`config.mk`:
```
export PLATFORM = sky130hd
export DESIGN_NAME = trk_bit_monitor
export DESIGN_NICKNAME = d
export VERILOG_FILES = /design/src/rtl/trk_bit_pkg.sv /design/src/rtl/trk_bit_mag.sv /design/src/rtl/trk_bit_slip.sv /design/src/rtl/trk_bit_iir.sv /design/src/rtl/trk_bit_monitor.sv
export SDC_FILE = /design/constraint.sdc
export NUM_CORES = 1
export LEC_CHECK = 0
export BUFFER_PORTS_ARGS = -buffer_cell sky130_fd_sc_hd__buf_2
export CORE_ASPECT_RATIO = 0.7
export CORE_MARGIN = 4
export CORE_UTILIZATION = 35
export CTS_BUF_LIST = sky130_fd_sc_hd__clkbuf_8
export DETAILED_ROUTE_END_ITERATION = 16
export PLACE_DENSITY = 0.55
export SETUP_SLACK_MARGIN = 0.2
export SYNTH_ARGS = -nofsm -noshare
export SYNTH_HDL_FRONTEND = slang
export SYNTH_SLANG_ARGS = --single-unit
```
`constraint.sdc`:
```
create_clock -name clk -period 4.85 [get_ports clk]
set_input_delay 0.485 -clock clk [delete_from_list [all_inputs] [get_ports clk]]
set_output_delay 0.485 -clock clk [all_outputs]
set_load 0.02 [all_outputs]
```
`src/rtl/trk_bit_pkg.sv`:
```
package trk_bit_pkg;

  // Smallest shift k >= 1 such that 2^k covers the number of samples in one time constant
  function automatic int tc_shift(input int sample_hz, input int tc_us);
    longint n;
    int     k;
    n = (longint'(sample_hz) * longint'(tc_us)) / 64'sd1000000;
    k = 1;
    for (int i = 1; i < 31; i++) begin
      if ((longint'(1) << i) < n) k = i + 1;
    end
    return k;
  endfunction

endpackage

```
`src/rtl/trk_bit_mag.sv`:
```
module trk_bit_mag #(
  parameter int ERR_W = 16
) (
  input  logic signed [ERR_W-1:0] err_in,
  output logic        [ERR_W-2:0] mag
);

  function automatic logic [ERR_W-2:0] sat_abs(input logic signed [ERR_W-1:0] v);
    logic [ERR_W-1:0] neg;
    if (!v[ERR_W-1]) return v[ERR_W-2:0];
    neg = ~v + 1'b1;
    if (neg[ERR_W-1]) return '1;
    return neg[ERR_W-2:0];
  endfunction

  assign mag = sat_abs(err_in);

endmodule

```
`src/rtl/trk_bit_slip.sv`:
```
module trk_bit_slip #(
  parameter int ERR_W = 16
) (
  input  logic                    clk,
  input  logic                    rst_n,
  input  logic                    sample_stb,
  input  logic signed [ERR_W-1:0] err_in,
  input  logic        [ERR_W-2:0] mag,
  output logic                    slip_hit
);

  localparam logic [ERR_W-2:0] BIG_V = {1'b1, {(ERR_W-2){1'b0}}};

  logic big, neg, prev_big_q, prev_neg_q;

  assign big      = (mag >= BIG_V);
  assign neg      = err_in[ERR_W-1];
  assign slip_hit = sample_stb & big & prev_big_q & (neg ^ prev_neg_q);

  always_ff @(posedge clk or negedge rst_n) begin
    if (!rst_n) begin
      prev_big_q <= 1'b0;
      prev_neg_q <= 1'b0;
    end else if (sample_stb) begin
      prev_big_q <= big;
      prev_neg_q <= neg;
    end
  end

endmodule

```
`src/rtl/trk_bit_iir.sv`:
```
module trk_bit_iir #(
  parameter int MAG_W = 15,
  parameter int SHIFT = 3
) (
  input  logic             clk,
  input  logic             rst_n,
  input  logic             sample_stb,
  input  logic [MAG_W-1:0] mag,
  input  logic             load_max,
  output logic [MAG_W-1:0] filt_q,
  output logic [MAG_W-1:0] filt_next
);

  // y + floor((m - y) / 2^SHIFT), kept inside [min(y,m), max(y,m)]
  function automatic logic [MAG_W-1:0] iir_step(input logic [MAG_W-1:0] y,
                                                input logic [MAG_W-1:0] m);
    logic signed [MAG_W:0] diff, step, sum;
    diff = $signed({1'b0, m}) - $signed({1'b0, y});
    step = diff >>> SHIFT;
    sum  = $signed({1'b0, y}) + step;
    return sum[MAG_W-1:0];
  endfunction

  always_comb begin
    if (!sample_stb)   filt_next = filt_q;
    else if (load_max) filt_next = '1;
    else               filt_next = iir_step(filt_q, mag);
  end

  always_ff @(posedge clk or negedge rst_n) begin
    if (!rst_n) filt_q <= '0;
    else        filt_q <= filt_next;
  end

endmodule

```
`src/rtl/trk_bit_monitor.sv`:
```
module trk_bit_monitor
  import trk_bit_pkg::*;
#(
  parameter int ERR_W     = 16,
  parameter int SAMPLE_HZ = 16000,
  parameter int TC_US     = 500,
  parameter int THRESH    = 100
) (
  input  logic                    clk,
  input  logic                    rst_n,
  input  logic                    sample_stb,
  input  logic signed [ERR_W-1:0] err_in,
  input  logic                    los,
  output logic                    fault_n
);

  localparam int               MAG_W = ERR_W - 1;
  localparam int               SHIFT = tc_shift(SAMPLE_HZ, TC_US);
  localparam logic [MAG_W-1:0] THR_V = MAG_W'(THRESH);

  logic [MAG_W-1:0] mag;
  logic [MAG_W-1:0] filt_q, filt_next;
  logic             slip_hit;
  logic             over_thr;
  logic             primed_q, primed_d;
  logic             fault_n_q;

  trk_bit_mag #(.ERR_W(ERR_W)) u_mag (
    .err_in (err_in),
    .mag    (mag)
  );

  trk_bit_slip #(.ERR_W(ERR_W)) u_slip (
    .clk        (clk),
    .rst_n      (rst_n),
    .sample_stb (sample_stb),
    .err_in     (err_in),
    .mag        (mag),
    .slip_hit   (slip_hit)
  );

  trk_bit_iir #(.MAG_W(MAG_W), .SHIFT(SHIFT)) u_iir (
    .clk        (clk),
    .rst_n      (rst_n),
    .sample_stb (sample_stb),
    .mag        (mag),
    .load_max   (slip_hit),
    .filt_q     (filt_q),
    .filt_next  (filt_next)
  );

  assign over_thr = (filt_next > THR_V);
  assign primed_d = primed_q | sample_stb;

  always_ff @(posedge clk or negedge rst_n) begin
    if (!rst_n) begin
      primed_q  <= 1'b0;
      fault_n_q <= 1'b0;
    end else begin
      primed_q  <= primed_d;
      fault_n_q <= ~(los | ~primed_d | over_thr);
    end
  end

  assign fault_n = fault_n_q;

endmodule

```
; ---- After elaboration in Yosys (flattened, before gate mapping)
; Index checks and enable logic that the tools add are counted.
; W data, S select, Z words.
[totals]
reg_bits = 19
input_bits = 20
output_inout_bits = 1
wordCells = 28
[op_classes]
addsub = 3
magnitude_cmp = 2
muxes = 8
bitwise = 10
[ops]
columns = operator, count
row1 = $mux W15, 6
row2 = $add A16 B1 Y16 const B, 1
row3 = $not A16 Y16, 1
row4 = $sub A15 B15 Y16, 1
row5 = $add A15 B13 Y15, 1
row6 = $ge A15 B15 Y1 const B, 1
row7 = $gt A15 B7 Y1 const B, 1
row8 = $and A1 B1 Y1, 3
row9 = $or A1 B1 Y1, 3
row10 = $mux W1, 2
row11 = $not A1 Y1, 2
row12 = $xor A1 B1 Y1, 1

; ---- Logic depth before layout (Yosys ltp)
; Gate-level depths: netlist (run 1).
[depth]
depth_word = 15
depth_mapped = 28
depth_no_buf = 26

; ---- By module
; A second synthesis (run 1) with hierarchy kept.
[unflattened]
hier_cells = 296
area_unflattened_um2 = 2337.2
[modules_own_cells]
columns = module, n_inst, cells_each, area_per_inst_um2, seq_area_each_um2
row1 = trk_bit_iir, 1, 213, 1736.7, 375.4
row2 = trk_bit_mag, 1, 65, 407.9, 0.0
row3 = trk_bit_monitor, 1, 11, 102.6, 50.0
row4 = trk_bit_slip, 1, 7, 90.1, 50.0

; ---- Worst setup path after synthesis (run 1)
; No wires, ideal clock.
[synth_path]
kind = in2reg
from = in err_in[8]
to = reg fault_n_q, in the netlist fault_n
setup_time_ns = 0.087
t_arrival_ns = 5.070
t_required_ns = 4.763
slack_ns = -0.307
cell_stages = 26
n_path_buf = 2
cell_sequence = clkbuf_2 -> nor3_1 -> nand3_2 -> nor2_1 -> clkbuf_1 -> o21ai_0 -> o21ai_0 -> ha_1 -> o211a_1 -> a211oi_1 -> nor2_1 -> a21oi_2 -> nor2_1 -> a21oi_1 -> nor2b_1 -> nor3_1 -> nor2_1 -> ha_1 -> a21o_1 -> nand2b_1 -> a211oi_1 -> o31ai_1 -> xor2_1 -> o22a_1 -> or4_1 -> a211oi_2
[synth_between]
elab_chain_cells = 15
word_cells_on_any_way = 19
cone_classes = add/sub: 3 / order compare: 2 / mux: 8 / bitwise: 6
[synth_rtl]
columns = element, line
row1 = "start, declared", trk_bit_monitor.sv:12  ; input logic signed [ERR_W-1:0] err_in,
row2 = $not A16 Y16, trk_bit_mag.sv:11  ; neg = ~v + 1'b1;
row3 = $add A16 B1 Y16, trk_bit_mag.sv:11
row4 = $mux W1, trk_bit_mag.sv:12  ; if (neg[ERR_W-1]) return '1;
row5 = $mux W1, trk_bit_mag.sv:11
row6 = $mux W15, trk_bit_mag.sv:13  ; return neg[ERR_W-2:0];
row7 = $mux W15 *, trk_bit_mag.sv:11
row8 = branches (longest 4 deep; another with $sub A15 B15 Y16), -
row9 = $mux W15 *, trk_bit_iir.sv:26  ; else if (load_max) filt_next = '1;
row10 = $mux W15 *, trk_bit_iir.sv:25  ; if (!sample_stb) filt_next = filt_q;
row11 = via filt_next[13], trk_bit_monitor.sv:22  ; logic [MAG_W-1:0] filt_q, filt_next;
row12 = $gt A15 B7 Y1 *, trk_bit_monitor.sv:52  ; assign over_thr = (filt_next > THR_V);
row13 = $or A1 B1 Y1 *, trk_bit_monitor.sv:61  ; fault_n_q <= ~(los | ~primed_d | over_thr);
row14 = $not A1 Y1 *, trk_bit_monitor.sv:61
row15 = "end signal, assigned", trk_bit_monitor.sv:61
row16 = "end, declared", trk_bit_monitor.sv:26  ; logic fault_n_q;
; Mark *: on every way through the listed nets, which the timed path passes. The select of a mux whose other input is x is not followed.
; A chain may end at the register's enable or synchronous reset.

; ---- Worst setup path after layout (run 1)
[layout_path]
from = in err_in[5]
to = reg fault_n_q, in the netlist fault_n
; Same word-level chain as after synthesis.

==> results of run 1 <==
-- synth_stat cells (all sizes together), types with 6 or more instances --
master and count:
nor2 37, dfrtp 19, xor2 11, nand2 22, inv 23, ha 29, nor3 12, a211oi 6
o21ai 38, xnor2 12, a21oi 17, a31oi 15
-- final cells by class --
class                   instances  area [sq um]
fillers                       657          3240
multi-input cells             267          2080
repair buffers                109           796
flip-flops and latches         19           475
well taps                      94           118
inverters                      23          86.3
clock buffers                   3          41.3
clock inverters                 1          7.51
-- sequential cells by signal (all words and copies together) (netlist names) --
signal and flops:
fault_n 1, u_iir.filt_q 15, u_slip.prev_neg_q 1, u_slip.prev_big_q 1, primed_q 1
-- final timing paths --
kind                                    endpoint             from  slack (ps)
worst max-delay path                     fault_n        err_in[5]        -180
worst min-delay path             u_iir.filt_q[5]            rst_n         170
worst max register to register           fault_n  u_iir.filt_q[1]         320
worst min register to register          primed_q         primed_q         460
max in group asynchronous       u_iir.filt_q[12]            rst_n        4360
min in group clk                        primed_q         primed_q         460
-- metrics by stage --
step / hold slack (ps) / cell area, sq um / worst slack, ps / std cells / TNS, ps
floorplan: 189 / 2570 / 87.7 / 318 / 0
global placement: 434 / 3310 / -416 / 500 / -647
global route: 199 / 3610 / -431 / 516 / -618
CTS: 183 / 3450 / -70.4 / 508 / -70.4
finish: 167 / 3610 / -183 / 516 / -183
detailed placement: 436 / 3310 / -484 / 500 / -767
-- layer usage --
layer	up-vias	part of all wire (%)	routed length (um)	global-route usage, %
met5	-	0	0	0
met2	58	42	3260	26.0
met3	4	4.4	338	1.30
met1	1231	53	4070	27.9
li1	1371	-	-	-
met4	0	0.51	39	2.27
-- timing repair --
action                                  CTS  global route
pin swaps                                 7            25
gates cloned                              0             0
endpoints found under the setup margin    2             3
resized for setup                        18            23
setup buffers                             4             8
-- critical path: stages --
cell and delay, ps:
buf_8 100, or4_4 540, buf_6 130, or3_4 350, o21ai_2 140, o21ai_2 90
ha_4 230, a211oi_4 240, nand2_1 90, a21oi_2 160, nor2_2 70, a21oi_2 160
nor2b_1 60, nor3_1 180, nor2_1 80, ha_1 320, a21o_1 200, nand2b_4 160
a211oi_4 220, buf_4 140, o31ai_2 50, xor2_1 140, o22a_1 210, or4_4 420
a211oi_2 220
-- cells by family (layout without fill, tap and decap cells) --
kind of cell	count (synthesis)	in the layout
and+or+nand+nor	106	106
AOI/OAI and AO/OA	103	103
adders and majority gates	30	30
DFF	19	19
buffers and inverters	32	136
xor gates and xnor gates	23	23
muxes	5	5
==> flow_summary_export.csv, run 1 <==
group,metric,value,unit
floorplan,die_x,109,um
layout,diodes,0,
synth,yosysWarnings,0,
placed_design,port_buffers,20,
layout,drive_above_1_share,39.3,%
synth,yosys-top-cells-area,"dfrtp_1, ha_1, o21ai_0, nor2_1, xnor2_1",
layout,final_common_cell,"buf_4",
clocking,cts_tree,"built",
synth,synth-compound-area-share,28.0,%
clocking,htreeDepth,1,
floorplan,initial_core_util,36.6,%
floorplan,top_level_ports,21,
clocking,clk_path_buf_depth,2,
layout,final_cell_mix,"buf_4, nor2_1, ha_1, o21ai_0, inv_1",
global_route,grt_max_degree,36,
synth,synth_fa_ha_area_share,15.3,%
synth,synth-edff-count,0,
routing,postRouteAntennaNets,0,
global_route,grt_pass1_wl,12000,um
synth,synth_cells,318,
synth,yosys.area_share.simple,22.3,%
routing,wl_per_cell,15.0,um
layout,fin_util,52.7,%
global_route,grt_pass1_vias,2431,
timing,fin_crit_sh,104,%
clocking,numCtsBuffers,3,
synth,netlist-cell-type-count,57,
routing,drt-total-wl,7720,um
synth,synth_area,2510,sq um
clocking,cts.clk_slew.worst_paths,90,ps
layout,area_growth,44.0,%
synth,async_reset_ff_share,100,%
routing,via_per_inst,5.16,
synth,synth_top_family_by_area,"compound AO/OA/AOI/OAI gates",
floorplan,core_area,6850,sq um
floorplan,die_h,78.8,um
clocking,root_buffer,"clkbuf_8",
synth,ys.flop_type,"dfrtp_1",
timing,worst_slack,-183,ps
synth,synth_xor_area_share,8.04,%
synth,synthMuxAreaShare,2.15,%
setup_path,start_kind,"primary input",
timing,rsz0062_at_grt,"true",
routing,first_iter_violations,169,
placed_design,hpwl,5960,um
timing,layout_min_cycle_time,5030,ps
clocking,cts_sinks,19,
setup_path,cp_max_fo,3,
floorplan,row_count,25,
layout,nNetsFinal,473,
setup_path,worstSetupPathType,"primary input to flop",
timing,fmax,199,MHz
setup_path,worstPathArrival,5210,ps
timing,report.final.slew_viol_count,0,
setup_path,critPathRequiredTime,5030,ps
placed_design,place.gp.congestion,0.842,
synth,synth-seq-cells,19,
clocking,clkLatencyLatePin,260,ps
synth,syn_area_per_cell,7.88,sq um
timing,tightest_slew,631,ps
timing,setup_viol,1,
routing,dr.pass1.iters,4,
floorplan,die-area,8600,sq um
synth,synth_seq_area_share,19.0,%
timing,hold_viol,0,
routing,num_vias,2664,
synth,synth_nets,368,
worst_hold_path,hp-class,"primary input to asynchronous set/reset pin",
synth,synth.top_cell.area_share,19.0,%
job,drv_cap,0,
routing,drc,0,
global_route,grt_overflow_total,0,
run_status,violations,"negative setup slack",
clocking,ctsHoldBuffers,0,
global_route,grt_util_all_layers,17.5,%
timing,maxSlewHeadroom,58.0,%
timing,clock_skew,4.57,ps
setup_path,cp-end-kind,"flop",
global_route,grt_antenna_before_repair,0,
synth,synth_top_cell_by_area,"dfrtp_1",
run_status,outcome,"finished, violations left",
setup_path,reg2reg_depth,22,
Power of run 1 is left out: the tool's default activity adds up to more than one toggle a clock period on the data nets, which glitch-free logic cannot reach.
==> run 2, diff against run 1 <==
--- a/config.mk
+++ b/config.mk
@@ -8,10 +8,10 @@
 export BUFFER_PORTS_ARGS = -buffer_cell sky130_fd_sc_hd__buf_2
 export CORE_ASPECT_RATIO = 0.7
 export CORE_MARGIN = 4
-export CORE_UTILIZATION = 35
+export CORE_UTILIZATION = 25
 export CTS_BUF_LIST = sky130_fd_sc_hd__clkbuf_8
 export DETAILED_ROUTE_END_ITERATION = 16
-export PLACE_DENSITY = 0.55
+export PLACE_DENSITY = 0.44
 export SETUP_SLACK_MARGIN = 0.2
 export SYNTH_ARGS = -nofsm -noshare
 export SYNTH_HDL_FRONTEND = slang
==> flow_summary_export.csv, run 2 (synthesis results as in run 1) <==
group,metric,value,unit
timing,fin_setup_tns,-84.8,ps
routing,via_per_inst,4.66,
routing,postRouteAntennaNets,0,
clocking,root_buffer,"clkbuf_8",
global_route,grt_pass1_vias,2514,
global_route,grt_antenna_before_repair,0,
setup_path,cp-end-kind,"flop",
timing,clock_skew,11.3,ps
layout,area_growth,51.9,%
job,drv_cap,0,
global_route,use_met1,21.1,%
clocking,cts_tree,"built",
timing,hold_viol,0,
global_route,grt_pass1_wl,12500,um
setup_path,start_kind,"primary input",
floorplan,top_level_ports,21,
timing,fin_crit_sh,102,%
worst_hold_path,hp-class,"primary input to asynchronous set/reset pin",
setup_path,critPathSlowestCell,"or4_4",
clocking,numCtsBuffers,3,
layout,final_common_cell,"buf_4",
placed_design,place.gp.congestion,0.828,
timing,fmax,203,MHz
timing,report.final.slew_viol_count,0,
setup_path,r2r-start,"u_iir.filt_q[1]",
layout,nNetsFinal,492,
routing,drt-total-wl,7810,um
run_status,outcome,"finished, violations left",
timing,rsz0062_at_grt,"true",
clocking,clk_path_buf_depth,2,
clocking,ctsHoldBuffers,0,
placed_design,pre_cts_ws,-519,ps
placed_design,port_buffers,20,
layout,final_cell_mix,"buf_4, nor2_1, ha_1, inv_1",
floorplan,core_area,9720,sq um
timing,tightest_slew,651,ps
timing,layout_min_cycle_time,4930,ps
setup_path,crit_start,"err_in[5]",
routing,dr.pass1.iters,4,
global_route,grt_util_all_layers,13.1,%
setup_path,max_stage_delay,550,ps
timing,setup_viol,1,
layout,n_fill_cell,1018,
global_route,met2_usage,18.7,%
global_route,busiest_layer,"met1",
clocking,clkLatencyLatePin,270,ps
layout,largest_reg_flops,15,
timing,maxSlewHeadroom,56.6,%
floorplan,die_h,91.8,um
clocking,cts_sinks,19,
global_route,grt_max_degree,36,
layout,diodes,0,
routing,wl_per_cell,13.7,um
setup_path,critPathRequiredTime,5040,ps
setup_path,cp_max_fo,4,
timing,worst_slack,-84.8,ps
placed_design,dp_cells,553,
global_route,use_met3,1.86,%
placed_design,hpwl,6270,um
floorplan,die-area,11700,sq um
setup_path,cp_num_buf_inv,2,
routing,drc,0,
layout,largest_register,"u_iir.filt_q",
floorplan,initial_core_util,25.8,%
setup_path,critPathTopFamily,"simple AND/OR/NAND/NOR gates",
routing,num_vias,2652,
routing,first_iter_violations,143,
setup_path,worstPathArrival,5130,ps
clocking,htreeDepth,1,
setup_path,worstSetupPathType,"primary input to flop",
floorplan,row_count,30,
layout,drive_above_1_share,43.1,%
global_route,grt_overflow_total,0,
run_status,violations,"negative setup slack",
floorplan,die_x,128,um
clocking,cts.clk_slew.worst_paths,90,ps
layout,final_cells,569,
## run 2: cell count changes in the layout (fill, tap and decap cells not counted), sizes merged
cell / change
buf: +19
clkinvlp: -1
clkinv: +1
## run 2: routing by layer
layer	part of all wire, %	vias up	wire, um
met3	3.4	2	267
met1	56	1213	4370
met5	0	-	0
met2	40	34	3150
met4	0.29	0	23
li1	-	1403	-
## run 2: worst register-to-register path, stage by stage (launching register included)
cell	delay (ps)
dfrtp_1	390
inv_1	100
ha_1	220
or3b_4	390
nor3_2	200
o31ai_4	130
buf_4	150
a21oi_2	170
nor2_2	70
a21oi_2	150
nor2b_1	60
nor3_1	160
nor2_1	80
ha_1	330
a21o_1	200
nand2b_1	160
a211oi_2	190
nor2_1	90
xnor2_1	180
a31oi_2	140
or4_1	550
a211oi_2	140
## run 2: cell type report
cell class	instances	area, sq um	share of cell area [%]
Multi-Input combinational cell	267	2110	55.3
Clock buffer	3	41.3	1.08
Inverter	23	86.3	2.27
Clock inverter	1	5.00	0.131
Sequential cell	19	475	12.5
Tap cell	128	160	4.21
Timing Repair Buffer	128	932	24.5
## run 2: final timing paths
kind / end / slack, ps / cells after the start
worst max register to register: fault_n / 540 / 21
worst max-delay path: fault_n / -80 / 25
max in group asynchronous: u_iir.filt_q[10] / 4320 / 1
worst min register to register: primed_q / 450 / 1
min in group clk: primed_q / 450 / 1
worst min-delay path: u_iir.filt_q[2] / 180 / 1
## run 2: timing repair
action                     4_1_cts  5_1_grt
setup buffers                    5        7
gates resized for setup         12       37
setup endpoints to repair        2        4
pin swaps                        7       21
## run 2: per-stage QoR
stage	hold slack (ps)	instance area [sq um]	util (%)
detailed placement	434	3500	36.0
CTS	192	3620	37.3
floorplan	189	2570	-
global placement	437	3500	36.0
global route	207	3810	39.2
finish	175	3810	39.2
Power of run 2 is left out for the same reason.
